**src/rtl/p2s_pkg.sv**
```systemverilog
package p2s_pkg;

    localparam int FP_W    = 32;
    localparam int MAG_W   = FP_W - 1;
    localparam int EXPF_W  = 8;
    localparam int MANT_W  = 23;
    localparam int FP_BIAS = 127;

    // Both 8-bit formats top out at 1.75 * 2^T
    localparam logic [MANT_W-1:0] FMT_TOP_MANT = 23'h600000;
    localparam int TOP_EXP_E4M3 = 8;
    localparam int TOP_EXP_E5M2 = 15;

    typedef logic [MAG_W-1:0] mag_t;

    typedef struct packed {
        logic [EXPF_W-1:0] expo;
        logic [MANT_W-1:0] mant;
    } mag_fields_t;

    typedef enum logic [1:0] {
        MODE_STATIC  = 2'd0,
        MODE_DYNAMIC = 2'd1,
        MODE_DELAYED = 2'd2,
        MODE_DYN_ALT = 2'd3
    } mode_e;

    typedef enum logic {
        FMT_E4M3 = 1'b0,
        FMT_E5M2 = 1'b1
    } fmt_e;

    function automatic logic is_nonfinite(input logic [FP_W-1:0] v);
        return v[FP_W-2 -: EXPF_W] == '1;
    endfunction

    function automatic int top_exp(input fmt_e f);
        return (f == FMT_E5M2) ? TOP_EXP_E5M2 : TOP_EXP_E4M3;
    endfunction

endpackage

```
**src/rtl/p2s_amax_track.sv**
```systemverilog
module p2s_amax_track
    import p2s_pkg::*;
(
    input  logic            clk,
    input  logic            rst,
    input  logic            in_valid,
    input  logic            in_last,
    input  logic [FP_W-1:0] in_data,
    output mag_t            blk_amax,
    output logic            blk_done,
    output logic            bad_beat
);

    mag_t cur_amax;
    mag_t beat_mag;
    logic beat_bad;
    logic take_beat;

    always_comb begin
        beat_mag  = in_data[MAG_W-1:0];
        beat_bad  = is_nonfinite(in_data);
        take_beat = in_valid && !beat_bad && (beat_mag > cur_amax);
        blk_amax  = take_beat ? beat_mag : cur_amax;
        blk_done  = in_valid && in_last;
        bad_beat  = in_valid && beat_bad;
    end

    always_ff @(posedge clk) begin
        if (rst) begin
            cur_amax <= '0;
        end else if (in_valid) begin
            cur_amax <= in_last ? '0 : blk_amax;
        end
    end

endmodule

```
**src/rtl/p2s_exp_calc.sv**
```systemverilog
module p2s_exp_calc
    import p2s_pkg::*;
#(
    parameter int EXP_W = 10
) (
    input  mag_t                    mag,
    input  fmt_e                    fmt,
    input  logic signed [EXP_W-1:0] lo,
    input  logic signed [EXP_W-1:0] hi,
    output logic signed [EXP_W-1:0] scale
);

    mag_fields_t f;
    int          raw;
    int          lim;

    always_comb begin
        f   = mag_fields_t'(mag);
        raw = top_exp(fmt) - (int'(f.expo) - FP_BIAS)
              - ((f.mant > FMT_TOP_MANT) ? 1 : 0);
        if (f.expo == '0)
            lim = int'(hi);
        else if (raw > int'(hi))
            lim = int'(hi);
        else if (raw < int'(lo))
            lim = int'(lo);
        else
            lim = raw;
        scale = lim[EXP_W-1:0];
    end

endmodule

```
**src/rtl/p2s_history.sv**
```systemverilog
module p2s_history
    import p2s_pkg::*;
(
    input  logic clk,
    input  logic rst,
    input  logic capture,
    input  mag_t new_amax,
    output mag_t prev_amax
);

    always_ff @(posedge clk) begin
        if (rst)
            prev_amax <= '0;
        else if (capture)
            prev_amax <= new_amax;
    end

endmodule

```
**src/rtl/p2s_calibrator.sv**
```systemverilog
module p2s_calibrator
    import p2s_pkg::*;
#(
    parameter int EXP_W = 10
) (
    input  logic                    clk,
    input  logic                    rst,
    input  logic                    in_valid,
    input  logic                    in_last,
    input  logic [31:0]             in_data,
    input  logic                    fmt_sel,
    input  logic [1:0]              mode_sel,
    input  logic signed [EXP_W-1:0] static_exp,
    input  logic signed [EXP_W-1:0] clamp_lo,
    input  logic signed [EXP_W-1:0] clamp_hi,
    output logic                    scale_valid,
    output logic signed [EXP_W-1:0] scale_exp,
    output logic                    err_sticky
);

    mag_t  blk_amax;
    mag_t  prev_amax;
    mag_t  sel_amax;
    logic  blk_done;
    logic  bad_beat;
    mode_e mode;
    logic signed [EXP_W-1:0] calc_exp;

    p2s_amax_track u_track (
        .clk      (clk),
        .rst      (rst),
        .in_valid (in_valid),
        .in_last  (in_last),
        .in_data  (in_data),
        .blk_amax (blk_amax),
        .blk_done (blk_done),
        .bad_beat (bad_beat)
    );

    p2s_history u_hist (
        .clk       (clk),
        .rst       (rst),
        .capture   (blk_done),
        .new_amax  (blk_amax),
        .prev_amax (prev_amax)
    );

    always_comb begin
        mode     = mode_e'(mode_sel);
        sel_amax = (mode == MODE_DELAYED) ? prev_amax : blk_amax;
    end

    p2s_exp_calc #(.EXP_W(EXP_W)) u_calc (
        .mag   (sel_amax),
        .fmt   (fmt_e'(fmt_sel)),
        .lo    (clamp_lo),
        .hi    (clamp_hi),
        .scale (calc_exp)
    );

    always_ff @(posedge clk) begin
        if (rst) begin
            scale_valid <= 1'b0;
            scale_exp   <= '0;
            err_sticky  <= 1'b0;
        end else begin
            scale_valid <= blk_done;
            if (blk_done)
                scale_exp <= (mode == MODE_STATIC) ? static_exp : calc_exp;
            if (bad_beat)
                err_sticky <= 1'b1;
        end
    end

endmodule

```
**config.mk**
```make
export PLATFORM = sky130hd
export DESIGN_NAME = p2s_calibrator
export DESIGN_NICKNAME = d
export VERILOG_FILES = /design/src/rtl/p2s_pkg.sv /design/src/rtl/p2s_amax_track.sv /design/src/rtl/p2s_exp_calc.sv /design/src/rtl/p2s_history.sv /design/src/rtl/p2s_calibrator.sv
export SDC_FILE = /design/constraint.sdc
export NUM_CORES = 1
export LEC_CHECK = 0
export ABC_AREA = 1
export CORE_MARGIN = 2
export CORE_UTILIZATION = 52
export CTS_CLUSTER_SIZE = 28
export DETAILED_ROUTE_END_ITERATION = 10
export PLACE_DENSITY = 0.78
export SETUP_SLACK_MARGIN = 0.4
export SYNTH_ARGS = -nofsm -noshare
export SYNTH_HDL_FRONTEND = slang
export SYNTH_HIERARCHICAL = 1
export SYNTH_SLANG_ARGS = --single-unit
```
**constraint.sdc**
```tcl
create_clock -name clk -period 6.6 [get_ports clk]
set_input_delay 1.32 -clock clk [delete_from_list [all_inputs] [get_ports clk]]
set_output_delay 1.32 -clock clk [all_outputs]
set_load 0.05 [all_outputs]
```
==> summary.md <==
| Metric | Value |
|---|---|
| R2R Path End | `scale_exp[5]` |
| Starting DRC count in detailed routing | `786` |
| ANT nets after route | `0` |
| Tightest Pin Transition | `1.02 ns` |
| Status | `complete, but fails checks` |
| # hold bufs at CTS | `0` |
| Antenna violations before repair | `0` |
| Gr usage total | `30.7%` |
| Post-synth cell types | `34` |
| Peak VDD IR | `0.000145 V` |
| Final Wtd Congestion | `0.888` |
| Worst path depth | `42` |
| Crit Path Max Fanout | `5` |
| Maximum clock rate | `135 MHz` |
| CTS sink count | `74` |
| Main synth FF type | `dfxtp_1` |
| FF+latch count, synth | `74` |
| Layout net count | `1,472` |
| DR WL/cell | `15.5 um` |
| DR pass1 iterations | `5` |
| Worst Path Arrival | `7.67 ns` |
| Filler cell count | `936` |
| Final Power | `2.45 mW` |
| Final core occ | `77.7%` |
| Antenna diodes | `0` |
| Combinational share of power | `59.0%` |
| Clock skew | `0.00602 ns` |
| Top cells by count, synth | `296 x nand2_1, 179 x inv_1, 134 x nor2_1` |
| Share of layout cells above drive strength 1 | `30.0%` |
| Dpl cell area | `8990 um^2` |
| Crit path to | `scale_exp[5]` |
| DR vias/cell | `5.50` |
| Dpl hpwl | `13.9 mm` |
| Core Footprint | `13,100 um^2` |
| Vias | `8,265` |
| First-pass GRT wire length | `35.7 mm` |
| DRC | `0` |
| Sum Neg Setup Slack | `-7.34 ns` |
| Seq/Total Area, Yosys | `21.4%` |
| CP max stage delay | `0.61 ns` |
| Final worst setup slack | `-0.827 ns` |
| Worst skew pair latency | `0.35 ns` |
| Syn Nets | `1,288` |
| H-tree depth | `3` |
| Pre-CTS setup slack | `-1.26 ns` |
| Port Buf Inserts | `79` |
| Switching portion of total power | `42.8%` |
| Mapped Area | `6940 um^2` |
| P_leak | `4.97 nW` |
| Slowest-stage cell, CP | `fa_2` |
| Floorplan row count | `42` |
| Critical path required time | `6.84 ns` |
| CTS tree | `yes` |
| Post-synth EDFFs | `0` |
| Crit. End Element | `register` |
| Die Y | `119 um` |
| Sequential share of power | `19.9%` |
| PwrDens | `240 nW/um^2` |
| Post-synthesis cell count | `1,138` |
| Synth Warn # | `6` |
| Max Buffers Root-to-Sink | `2` |
| Clock slew at reported path FFs | `0.06 ns` |
| Worst path bufs/invs | `7` |
| Final Hold Viols | `0` |
| Largest net degree at the start of global routing | `84` |
| Io pins | `81` |
| Internal power | `1.40 mW` |
| Total CTS buffers | `9` |
| Async set-reset flop share out of synthesis | `0%` |
| Max-cap violations | `0` |
| RSZ-0062 raised after global routing | `yes` |
| Post-Layout Cell Count | `1,503` |
| Die X | `119 um` |
| Vias in the first global route | `7,916` |
| Hold Slack | `0.465 ns` |
| Clk root buf | `clkbuf_16` |
| WS Path Type | `in2reg` |
| Die ar. | `14,300 um^2` |
| Wirelength, routed | `23.3 mm` |
| Tmin final | `7.43 ns` |
| Cell with the most instances after synthesis | `nand2_1` |
| Reg-to-reg startpoint | `u_track/cur_amax[22]` |
| Worst R2R Path Depth | `43` |
| Initial Util | `52.8%` |
| CP Launch Point | `in_data[23]` |
| Failing checks | `negative setup slack` |
| P_sw | `1.05 mW` |
| Final period utilization | `113%` |
| Final Max Slew Viols | `0` |
| # placed instances | `1,451` |
| Post-synth top area cell | `dfxtp_1` |
| Mapped Avg Cell Area | `6.10 um^2` |
| Worst R2R Setup Slack | `-0.18 ns` |
| GRT Residual Overflow | `0` |
| Synth top area share | `21.4%` |
| Count of final setup violators | `10` |
| Design Area, Final | `10,200 um^2` |
| Min-delay worst type | `reg2reg` |
| Slew HR | `31.8%` |
| Synthesis-to-layout area growth | `47.2%` |
| Crit-path leading delay family | `simple AND/OR/NAND/NOR gates` |
| CP startpoint kind | `input port` |
| Clock Power Share | `21.1%` |
| Synth area leaders | `dfxtp_1 21%, nand2_1 16%, ha_1 14%` |
| Critical Path Most Common Cell | `nand2_1` |
[cell usage in the layout (no fill, tap or decap), types with 3 or more instances in the layout]
| cell type | netlist | layout |
|---|---|---|
| nand4_1 | 12 | 12 |
| ha_1 | 78 | 44 |
| dfxtp_1 | 74 | 74 |
| o21ai_1 | 0 | 3 |
| buf_8 | 0 | 4 |
| clkinv_2 | 0 | 3 |
| o21ai_2 | 0 | 3 |
| a21oi_1 | 75 | 60 |
| nand2_2 | 31 | 44 |
| nand2_8 | 0 | 8 |
| inv_2 | 1 | 9 |
| buf_12 | 0 | 4 |
| and2_1 | 31 | 13 |
| nor2_4 | 2 | 6 |
| nand3_1 | 131 | 98 |
| buf_2 | 15 | 15 |
| nand3_4 | 0 | 6 |
| nor2_1 | 134 | 122 |
| clkdlybuf4s50_1 | 0 | 48 |
| nand2_4 | 0 | 12 |
| a21oi_2 | 2 | 15 |
| nor3_2 | 1 | 4 |
| nand2_1 | 296 | 265 |
| clkbuf_16 | 0 | 9 |
| ha_2 | 0 | 3 |
| and2_4 | 0 | 18 |
| buf_6 | 10 | 17 |
| inv_1 | 179 | 172 |
| clkbuf_2 | 0 | 10 |
| nor2_2 | 2 | 10 |
| buf_4 | 0 | 111 |
| nand3_2 | 4 | 33 |
| ha_4 | 0 | 31 |
| o21ai_0 | 9 | 3 |
| xor2_1 | 8 | 8 |
| nor4_2 | 0 | 4 |
[kinds of logic after synthesis]
| kind of cell | synth area share [%] |
|---|---|
| compound gates | 6.87 |
| xor+xnor | 1.61 |
| fa+ha+maj | 14.9 |
| buf+inv | 13.5 |
| flops | 21.4 |
| simple gates | 41.8 |
[registers in the layout (all words and copies together) (netlist names)]
name	count
scale_valid	1
u_track/cur_amax	31
err_sticky	1
u_hist/prev_amax	31
scale_exp	10
[worst min path at each step]
| stage | from | depth (start not counted) | slack [ns] | endpoint |
|---|---|---|---|---|
| 6_report | u_track/cur_amax[25] | 2 | 0.47 | u_track/cur_amax[25] |
| 5_1_grt | u_track/cur_amax[5] | 2 | 0.47 | u_track/cur_amax[5] |
| 4_1_cts | u_track/cur_amax[18] | 2 | 0.46 | u_track/cur_amax[18] |
| 3_5_place_dp | u_track/cur_amax[18] | 2 | 0.46 | u_track/cur_amax[18] |
| 3_3_place_gp | u_track/cur_amax[12] | 2 | 0.45 | u_track/cur_amax[12] |
| 2_1_floorplan | u_track/cur_amax[30] | 2 | 0.44 | u_track/cur_amax[30] |
[timing repair]
| action | 4_1_cts | 5_1_grt |
|---|---|---|
| setup endpoints to repair | 10 | 10 |
| resized for setup | 171 | 123 |
| buffers inserted | 21 | 9 |
| hold endpoints to repair | 0 | 0 |
| pin swaps | 55 | 85 |
| gates cloned | 6 | 0 |
[power by group through the flow]
stage	Clock, mW	Combinational, mW	Sequential [mW]
2_1_floorplan	0	0.741	0.517
3_3_place_gp	0	1.12	0.496
3_5_place_dp	0	1.15	0.497
4_1_cts	0.518	1.28	0.488
5_1_grt	0.543	1.58	0.491
6_report	0.517	1.45	0.488
[metal layers]
metal | wire (um) | global-route usage, %
met4 | 1150 | 17.3
met2 | 11600 | 54.2
met3 | 1430 | 5.04
met5 | 0 | 0
met1 | 9130 | 35.2
[layout make-up]
cell class | instances | area (um^2) | area share (%)
tap | 176 | 220 | 2.16
timing repair buffer | 212 | 1840 | 18.0
clock inverter | 5 | 52.6 | 0.515
clock buffer | 11 | 253 | 2.48
sequential | 74 | 1480 | 14.5
inverter | 181 | 679 | 6.66
multi-input combinational | 844 | 5680 | 55.7
[tightest hold or removal path: stages, from the launching register on]
cell     delay, ns
dfxtp_1       0.31
nand2_1       0.06
a21oi_1       0.05
Power figures use the tool's default switching activity.
